==> src/rtl/pio_pkg.sv <==
package pio_pkg;
    localparam int WORD_W      = 32;
    localparam int FRAME_WORDS = 11;
    localparam int IDX_W       = 4;
    localparam int ADDR_W      = 34;
    localparam int LANE_BYTES  = 8;
    localparam int OFF_W       = $clog2(LANE_BYTES);
    localparam int SIZE_W      = OFF_W + 1;
    localparam int CMD_W       = 9;
    // Word positions inside a frame; the requesting core depends on them.
    localparam int W_DATA_LO   = 0;
    localparam int W_DATA_HI   = 1;
    localparam int W_TAGS      = 8;
    localparam int W_ADDR_LO   = 9;
    localparam int W_CTRL      = 10;

    typedef enum logic [1:0] {ST_CAP, ST_EVAL, ST_READ, ST_SEND} st_e;

    typedef struct packed {
        logic [7:0]            be;
        logic [7:0]            tag;
        logic [7:0]            sender;
        logic [ADDR_W-1:0]     addr;
        logic [CMD_W-1:0]      cmd;
        logic [1:0]            rcpt;
        logic [7:0]            route;
        logic [2:0]            dest;
        logic [2*WORD_W-1:0]   data0;
    } req_t;

    typedef struct packed {
        logic [ADDR_W-1:0] port;
        logic [SIZE_W-1:0] size;
    } lane_t;

    function automatic logic [OFF_W-1:0] lowest_lane(input logic [LANE_BYTES-1:0] be);
        logic [OFF_W-1:0] r;
        r = '0;
        for (int i = LANE_BYTES - 1; i >= 0; i--)
            if (be[i]) r = OFF_W'(i);
        return r;
    endfunction

    function automatic logic [SIZE_W-1:0] ones_in(input logic [LANE_BYTES-1:0] be);
        logic [SIZE_W-1:0] n;
        n = '0;
        for (int i = 0; i < LANE_BYTES; i++)
            n = n + SIZE_W'(be[i]);
        return n;
    endfunction
endpackage

==> src/rtl/pio_capture.sv <==
module pio_capture
    import pio_pkg::*;
(
    input  logic              clk,
    input  logic              rst,
    input  logic              accept,
    input  logic [WORD_W-1:0] word,
    output req_t              req,
    output logic              done
);
    localparam logic [IDX_W-1:0] LAST_IDX = IDX_W'(FRAME_WORDS - 1);

    logic [IDX_W-1:0] idx_q;

    assign done = accept && (idx_q == LAST_IDX);

    always_ff @(posedge clk) begin
        if (rst) begin
            idx_q <= '0;
            req   <= '0;
        end else if (accept) begin
            idx_q <= (idx_q == LAST_IDX) ? '0 : idx_q + 1'b1;
            if (idx_q == IDX_W'(W_DATA_LO)) req.data0[WORD_W-1:0] <= word;
            if (idx_q == IDX_W'(W_DATA_HI)) req.data0[2*WORD_W-1:WORD_W] <= word;
            if (idx_q == IDX_W'(W_TAGS)) begin
                req.be     <= word[7:0];
                req.tag    <= word[15:8];
                req.sender <= word[23:16];
            end
            if (idx_q == IDX_W'(W_ADDR_LO)) req.addr[31:0] <= word;
            if (idx_q == IDX_W'(W_CTRL)) begin
                req.addr[ADDR_W-1:32] <= word[1:0];
                req.cmd   <= word[10:2];
                req.rcpt  <= word[12:11];
                req.route <= word[21:14];
                req.dest  <= word[24:22];
            end
        end
    end
endmodule

==> src/rtl/pio_lane_decode.sv <==
module pio_lane_decode
    import pio_pkg::*;
(
    input  req_t              req,
    output lane_t             lane,
    output logic [WORD_W-1:0] value
);
    logic [OFF_W-1:0]      off;
    logic [2*WORD_W-1:0]   shifted;

    always_comb begin
        off       = lowest_lane(req.be);
        lane.port = req.addr + ADDR_W'(off);
        lane.size = ones_in(req.be);
        shifted   = req.data0 >> {off, 3'b000};
        value     = shifted[WORD_W-1:0];
    end
endmodule

==> src/rtl/pio_resp_pack.sv <==
module pio_resp_pack
    import pio_pkg::*;
(
    input  req_t                req,
    input  logic [CMD_W-1:0]    ctype,
    input  logic [2*WORD_W-1:0] data0,
    input  logic [IDX_W-1:0]    idx,
    output logic [WORD_W-1:0]   word
);
    logic [FRAME_WORDS-1:0][WORD_W-1:0] frame;

    always_comb begin
        for (int i = 0; i < FRAME_WORDS; i++) frame[i] = '0;
        // Data lane goes back high half first.
        frame[W_DATA_LO] = data0[2*WORD_W-1:WORD_W];
        frame[W_DATA_HI] = data0[WORD_W-1:0];
        frame[W_TAGS]    = {req.sender, 6'b0, req.rcpt, req.tag, req.be};
        frame[W_ADDR_LO] = req.addr[31:0];
        frame[W_CTRL]    = {7'b0, req.dest, req.route, 3'b0, ctype, req.addr[ADDR_W-1:32]};
        word = (idx < IDX_W'(FRAME_WORDS)) ? frame[idx] : '0;
    end
endmodule

==> src/rtl/pio_responder.sv <==
module pio_responder
    import pio_pkg::*;
#(
    parameter logic [8:0] CMD_IO_WR = 9'h0A5,
    parameter logic [8:0] CMP_MEM   = 9'h1C3,
    parameter logic [8:0] CMP_DATA  = 9'h1C7,
    parameter logic [1:0] HOST_PORT = 2'd2
) (
    input  logic        clk,
    input  logic        rst,
    input  logic        in_valid,
    output logic        in_ready,
    input  logic [31:0] in_word,
    output logic        wr_valid,
    output logic [33:0] wr_port,
    output logic [3:0]  wr_size,
    output logic [31:0] wr_value,
    output logic        rd_req,
    input  logic        rd_gnt,
    output logic [33:0] rd_port,
    output logic [3:0]  rd_size,
    input  logic [31:0] rd_data,
    output logic        out_valid,
    input  logic        out_ready,
    output logic [31:0] out_word,
    output logic        out_last
);
    localparam logic [IDX_W-1:0] LAST_IDX = IDX_W'(FRAME_WORDS - 1);

    st_e                 state_q;
    req_t                req;
    lane_t               lane;
    logic                cap_done;
    logic [WORD_W-1:0]   wr_val;
    logic [IDX_W-1:0]    oidx_q;
    logic [2*WORD_W-1:0] data0_q;
    logic [CMD_W-1:0]    ctype_q;
    logic                host_ok;
    logic                is_wr;

    assign in_ready = (state_q == ST_CAP);
    assign host_ok  = (req.rcpt == HOST_PORT);
    assign is_wr    = (req.cmd == CMD_IO_WR);

    pio_capture u_cap (
        .clk    (clk),
        .rst    (rst),
        .accept (in_valid && in_ready),
        .word   (in_word),
        .req    (req),
        .done   (cap_done)
    );

    pio_lane_decode u_dec (
        .req   (req),
        .lane  (lane),
        .value (wr_val)
    );

    pio_resp_pack u_pack (
        .req   (req),
        .ctype (ctype_q),
        .data0 (data0_q),
        .idx   (oidx_q),
        .word  (out_word)
    );

    assign wr_valid  = (state_q == ST_EVAL) && host_ok && is_wr;
    assign wr_port   = lane.port;
    assign wr_size   = lane.size;
    assign wr_value  = wr_val;
    assign rd_req    = (state_q == ST_READ);
    assign rd_port   = lane.port;
    assign rd_size   = lane.size;
    assign out_valid = (state_q == ST_SEND);
    assign out_last  = out_valid && (oidx_q == LAST_IDX);

    always_ff @(posedge clk) begin
        if (rst) begin
            state_q <= ST_CAP;
            oidx_q  <= '0;
            data0_q <= '0;
            ctype_q <= '0;
        end else begin
            case (state_q)
                ST_CAP: if (cap_done) state_q <= ST_EVAL;
                ST_EVAL: begin
                    oidx_q <= '0;
                    if (!host_ok) begin
                        state_q <= ST_CAP;
                    end else if (is_wr) begin
                        data0_q <= req.data0;
                        ctype_q <= CMP_MEM;
                        state_q <= ST_SEND;
                    end else begin
                        ctype_q <= CMP_DATA;
                        state_q <= ST_READ;
                    end
                end
                ST_READ: if (rd_gnt) begin
                    data0_q <= {{WORD_W{1'b0}}, rd_data};
                    state_q <= ST_SEND;
                end
                ST_SEND: if (out_ready) begin
                    if (oidx_q == LAST_IDX) begin
                        oidx_q  <= '0;
                        state_q <= ST_CAP;
                    end else begin
                        oidx_q <= oidx_q + 1'b1;
                    end
                end
                default: state_q <= ST_CAP;
            endcase
        end
    end
endmodule

==> config.mk <==
export PLATFORM = sky130hd
export DESIGN_NAME = pio_responder
export DESIGN_NICKNAME = d
export VERILOG_FILES = /design/src/rtl/pio_pkg.sv /design/src/rtl/pio_capture.sv /design/src/rtl/pio_lane_decode.sv /design/src/rtl/pio_resp_pack.sv /design/src/rtl/pio_responder.sv
export SDC_FILE = /design/constraint.sdc
export NUM_CORES = 1
export LEC_CHECK = 0
export BUFFER_PORTS_ARGS = -buffer_cell sky130_fd_sc_hd__buf_2
export CORE_MARGIN = 10
export CORE_UTILIZATION = 60
export DETAILED_ROUTE_END_ITERATION = 6
export GPL_ROUTABILITY_DRIVEN = 0
export PLACE_DENSITY_LB_ADDON = 0.1
export SETUP_SLACK_MARGIN = 0.2
export SYNTH_ARGS = -nofsm -noshare
export SYNTH_HDL_FRONTEND = slang
export SYNTH_HIERARCHICAL = 1
export SYNTH_SLANG_ARGS = --single-unit
==> constraint.sdc <==
create_clock -name clk -period 6.2 [get_ports clk]
set_input_delay 0.62 -clock clk [delete_from_list [all_inputs] [get_ports clk]]
set_output_delay 0.62 -clock clk [all_outputs]
set_load 0.05 [all_outputs]
After elaboration in Yosys (flattened, before gate mapping)
Index checks and enable logic that the tools add are counted.

word-level totals
  register bits = 227
  word-level logic and storage cells = 90

cells by class
  add/sub/neg operators = 10
  $lt $le $gt $ge = 2
  equality and inequality tests = 16
  shift operators = 1
  muxes and demuxes = 27
  reductions and logical operators = 18

operators by type and width
  operator                                               number
  2-to-1 mux 64 bit                                      3
  binary-select mux 32 bit (select 4 bit)                1
  case mux 64 bit (2 select lines)                       1
  2-to-1 mux 32 bit                                      2
  >> shifter 64 x 6 -> 32 bit                            1
  adder 34 x 3 -> 34 bit                                 1
  2-to-1 mux 3 bit                                       9
  adder 4 x 1 -> 4 bit                                   6
  == test 4 bit, second input constant                   4
  AND reduction 2 bit                                    7
  2-to-1 mux 4 bit                                       3
  2-to-1 mux 2 bit                                       5
  == test 9 x 8 -> 1 bit, second input constant          1
  adder 4 x 1 -> 4 bit, second input constant            2
  inequality test 2 x 1 -> 1 bit, second input constant  4
  case mux 2 bit (4 select lines)                        1
  case mux 4 bit (2 select lines)                        1
  AND reduction 4 bit                                    2
  == test 2 bit, second input constant                   3
  logical AND 1 bit                                      5
  < comparator 4 x 5 -> 1 bit, second input constant     1
  == test 4 x 1 -> 1 bit, second input constant          1
  logical NOT 4 bit                                      1
  < comparator 4 bit, second input constant              1
  other kinds (6)                                        8

Depth between registers and ports, before layout
  depth in word-level cells = 9
  depth in mapped cells = 13
  gate-level depth less buffers = 10

By module
Netlist, hierarchy kept.

modules (own cells, without submodules)
  module           instances  cells each  area an instance (sq um)  sequential area each (sq um)
  pio_capture      1          536         5464.0                    2962.8
  pio_responder    1          304         3334.4                    1441.4
  pio_lane_decode  1          341         2418.6                    0.0
  pio_resp_pack    1          148         1262.5                    0.0

Worst setup path after synthesis
No wires, ideal clock.

  path type = register to output
  start = register, netlist name u_cap/req[143]
  end = output port wr_port[28]
  arrival = 3.603 ns
  slack = 1.977 ns
  stages on the path, launching flop included = 14
  buffers on the path = 3
  cell sequence = dfxtp_1 nor2b_1 o21ai_0 and2_1 buf_4 inv_2 buf_4 ha_1 fa_1 a21o_1 nand4_1 nor3_1 xnor2_1 buf_4

between the ends
  cells in the longest elaborated chain, start to end = 9

RTL lines
  what                           line                   text
  2-to-1 mux 3 bit (8 in a row)  pio_pkg.sv:40          if (be[i]) r = OFF_W'(i);
  adder 34 x 3 -> 34 bit         pio_lane_decode.sv:13  lane.port = req.addr + ADDR_W'(off);
  end: declaration               pio_responder.sv:15    output logic [33:0] wr_port,

Every way passes these cells.

Final worst setup path
  start = register, netlist name u_cap/req[140]
  end = output port rd_port[30]

between the ends
  cells in the longest elaborated chain, start to end = 6

RTL lines
  what                           line                   text
  2-to-1 mux 3 bit (5 in a row)  pio_pkg.sv:40
  adder 34 x 3 -> 34 bit         pio_lane_decode.sv:13
  end: declaration               pio_responder.sv:20    output logic [33:0] rd_port,

Every way passes these cells.

==> results.md <==
- Top_reg_cell synth: dfxtp_1
- Clock Path Buffers: 3
- Root buf cell: clkbuf_16
- Clk_lat worst skew: 530 ps
- First-pass GRT wire length: 61.6 mm
- Routed WL: 40.9 mm
- Gate Count Post-Synth: 1,329
- Mapped Area: 12,500 µm²
- Final Hold Viols: 0
- Cell area after layout: 13,900 µm²
- Leak Pwr: 6.43 nW
- Worst slew margin: 13.3%
- Fillers: 1,648
- WP buf/inv: 3
- CTS Buf Count: 24
- Antenna violations before repair: 0
- Largest delay share family, worst path: simple AND/OR/NAND/NOR gates
- GR Util All Layers: 28.9%
- Worst-margin pin slew: 1300 ps
- Ant diodes: 0
- Net Sw Frac: 26.8%
- Peak VDD IR: 0.000211 V
- Setup TNS Final: 0 ps
- Footprint of the multi-input gates: 7160 µm²
- Critical Path Sink Type: output pin
- Routed via count: 10,900
- Pwr Density: 227 nW/µm²
- PortBufs: 213
- Htree depth: 1
- Max cap viols: 0
- CP Data Arrival Time: 4200 ps
- Initial DRC count: 1,280
- Largest net degree at the start of global routing: 74
- Synth warnings: 6
- Effective utilization at floorplan: 61.3%
- Setup violators final: 0
- Mapped Avg Cell Area: 9.39 µm²
- Cell row count: 52
- Worst-path clk slew: 60 ps
- Outcome: finished, final reports clean
- Remaining DRCs: 0
- Chip height: 164 µm
- Io pins: 214
- Worst R2R Setup Slack: 3490 ps
- Hold wc startpoint: rd_data[26]
- Critical path class: reg2out
- Synth-to-layout area growth: 11.2%
- Nets: 1,525
- Pre-CTS worst setup slack: 2010 ps
- Worst r2r src: state_q[0]$_SDFFE_PP0P_
- P_int: 2.31 mW
- Tot Pwr: 3.15 mW
- CTS tree: done
- Hold Path Stages: 3
- Tightest Hold Check Type: in2reg
- Flop pwr share: 47.3%
- Reg-to-Reg End: u_cap/req[95]$_SDFFE_PP0P_
- Worst-path cell chain: nor3_1 -> o21ai_2 -> buf_4 -> and2_1 -> inv_2 -> ha_1 -> fa_1 -> a21o_1 -> nand4_1 -> nor3_1 -> xor2_1 -> buf_2
- Critical Path Fanout Max: 49
- Worst R2R Path Depth: 6
- Post-layout minimum cycle time: 4820 ps
- FFs w/ async S/R, synth: 0%
- Total setup buffers inserted after CTS: 0
- Setup Skew: 20.9 ps
- Vias per cell: 6.31
- Post-route ant nets: 0
- Clock share of power: 43.3%
- CP max stage cell: inv_2
- Post-synth EDFFs: 0
- Worst EP required: 5580 ps
- Netlist cell types: 69
- Slowest Stage Delay on Critical Path: 480 ps
- CP startpoint kind: flop
- Comb power frac: 9.5%
- Utilization after layout: 68.1%
- Total net switching power: 0.845 mW
- Reg area: 4410 µm²
- Max-slew violation count: 0
- Clock sink total: 220
- Final worst-path cycle share: 77.7%
- Setup ws final: 1380 ps
- RSZ-0062 raised after global routing: no
- Gr ovfl total: 0
- Hpwl dp: 29.2 mm
- Drt pass-1 iters: 5
- CTS Hold Buffers Added: 0
- CTS resizes: 0
- Fmax: 0.208 GHz
- FF+latch count, synth: 220
- Hold endpoint: data0_q[26]$_SDFFE_PP0P_
- Seq/Total Area, Yosys: 35.3%
- Die X: 164 µm
- Share of cells above drive strength 1: 23.3%
- Cell repeated most along the worst path: nor3_1
- Vias in the first global route: 10,200
- Post-DP Area: 13,100 µm²
- Die Footprint: 27,000 µm²
- WL/cell: 23.7 µm
- Core area: 20,400 µm²
[layer usage]
metal | global-route usage (%) | up-vias | wire length (µm)
li1 | - | 4978 | -
met1 | 41.8 | 5266 | 18000
met2 | 42.6 | 598 | 17800
met3 | 6.28 | 63 | 4210
met4 | 7.07 | 0 | 903
met5 | 0 | - | 0
[flip-flops by register name, indices dropped and copies added, names as in the netlist, named ones only]
register,flops
state_q,1
u_cap/idx_q,4
data0_q,64
ctype_q,2
oidx_q,4
u_cap/req,144
[worst max path at each step]
stage	start	to	slack (ps)	cells past startpoint
global placement	u_cap/req[140]$_SDFFE_PP0P_	wr_port[30]	2140	12
floorplan	u_cap/req[143]$_SDFFE_PP0P_	wr_port[28]	1980	13
global route	u_cap/req[140]$_SDFFE_PP0P_	wr_port[29]	1210	12
finish	u_cap/req[140]$_SDFFE_PP0P_	rd_port[30]	1380	12
CTS	u_cap/req[140]$_SDFFE_PP0P_	rd_port[30]	1460	12
detailed placement	u_cap/req[140]$_SDFFE_PP0P_	rd_port[30]	2010	12
[worst reg2reg max path, stage by stage (launching register included)]
cell	delay, ps
dfxtp_1	430
nor2_1	320
and2_1	390
nand2_1	140
and2b_1	610
buf_4	470
mux2i_1	270
[through the flow]
step / hold WS, ps / instances
6_report: 433 / 1728
4_1_cts: 425 / 1728
2_1_floorplan: 432 / 1331
3_5_place_dp: 449 / 1687
3_3_place_gp: 441 / 1687
5_1_grt: 454 / 1728
[cell families (layout without fill, tap and decap cells)]
logic type	count (synthesis)	count (layout)	share of synthesized area, %
AND/OR/NAND/NOR	412	412	16.0
AO/OA/AOI/OAI	257	257	17.2
multiplexers	232	232	19.7
flip-flops	220	220	35.3
buffers and inverters	157	284	7.60
XOR/XNOR	37	37	2.60
adder cells (fa/ha/maj)	13	13	1.60
other	1	3	0.0300
[cell usage after synthesis, types with 6 or more instances]
| cell | n | area, µm² |
|---|---|---|
| buf_2 | 30 | 150 |
| o2111a_1 | 16 | 180 |
| a211oi_2 | 28 | 350 |
| nand2_1 | 216 | 811 |
| o22a_1 | 16 | 140 |
| dfxtp_1 | 220 | 4400 |
| xnor2_1 | 18 | 158 |
| inv_1 | 11 | 41.3 |
| buf_6 | 12 | 135 |
| ha_1 | 8 | 100 |
| mux4_2 | 10 | 225 |
| nor2_1 | 57 | 214 |
| nor3_1 | 7 | 35.0 |
| and3_1 | 28 | 175 |
| o2111ai_1 | 8 | 70.1 |
| nand3b_1 | 18 | 135 |
| clkbuf_1 | 42 | 158 |
| a211oi_1 | 10 | 75.1 |
| a22oi_1 | 14 | 105 |
| mux2i_1 | 214 | 2140 |
| o221ai_1 | 14 | 123 |
| nand3_1 | 16 | 80.1 |
| a22o_1 | 32 | 280 |
| nor2b_1 | 18 | 113 |
| mux2_2 | 8 | 90.1 |
| o211ai_1 | 10 | 75.1 |
| o21ai_0 | 46 | 230 |
| nand2b_1 | 6 | 37.5 |
| a2bb2oi_1 | 16 | 140 |
| o22ai_1 | 6 | 37.5 |
| buf_4 | 53 | 398 |
| xor2_1 | 19 | 166 |
| a21boi_0 | 25 | 188 |
| nand4_1 | 10 | 62.6 |
[placed cells by master, fill, tap and decap left out, types with 9 or more instances in the layout]
| cell | Yosys | routed |
|---|---|---|
| dfxtp_1 | 220 | 218 |
| mux2i_1 | 214 | 214 |
| nand2_1 | 216 | 214 |
| buf_2 | 30 | 213 |
| nor2_1 | 57 | 57 |
| o21ai_0 | 46 | 45 |
| a22o_1 | 32 | 32 |
| a211oi_2 | 28 | 29 |
| and3_1 | 28 | 28 |
| a21boi_0 | 25 | 25 |
| clkbuf_16 | 0 | 25 |
| xor2_1 | 19 | 19 |
| nand3b_1 | 18 | 18 |
| xnor2_1 | 18 | 18 |
| nor2b_1 | 18 | 18 |
| nand3_1 | 16 | 16 |
| o22a_1 | 16 | 16 |
| a2bb2oi_1 | 16 | 16 |
| o2111a_1 | 16 | 16 |
| buf_4 | 53 | 15 |
| a22oi_1 | 14 | 14 |
| o221ai_1 | 14 | 14 |
| inv_1 | 11 | 11 |
| o211ai_1 | 10 | 10 |
| nand4_1 | 10 | 10 |
| mux4_2 | 10 | 10 |
| a211oi_1 | 10 | 9 |
[area by class of cell]
cell class	count	share of cell area (%)
clock buffer	33	4.94
inverter	15	0.424
timing repair buffer	228	8.49
multi-input combinational	954	51.6
tap	270	2.43
sequential	220	31.8
clock inverter	8	0.352
[power groups by stage]
| stage | registers [mW] | logic [mW] | clock network [mW] |
|---|---|---|---|
| global placement | 1.52 | 0.290 | 0 |
| finish | 1.49 | 0.299 | 1.37 |
| global route | 1.49 | 0.316 | 1.42 |
| floorplan | 1.49 | 0.210 | 0 |
| CTS | 1.49 | 0.295 | 1.37 |
| detailed placement | 1.52 | 0.294 | 0 |
Power figures use the tool's default switching activity.
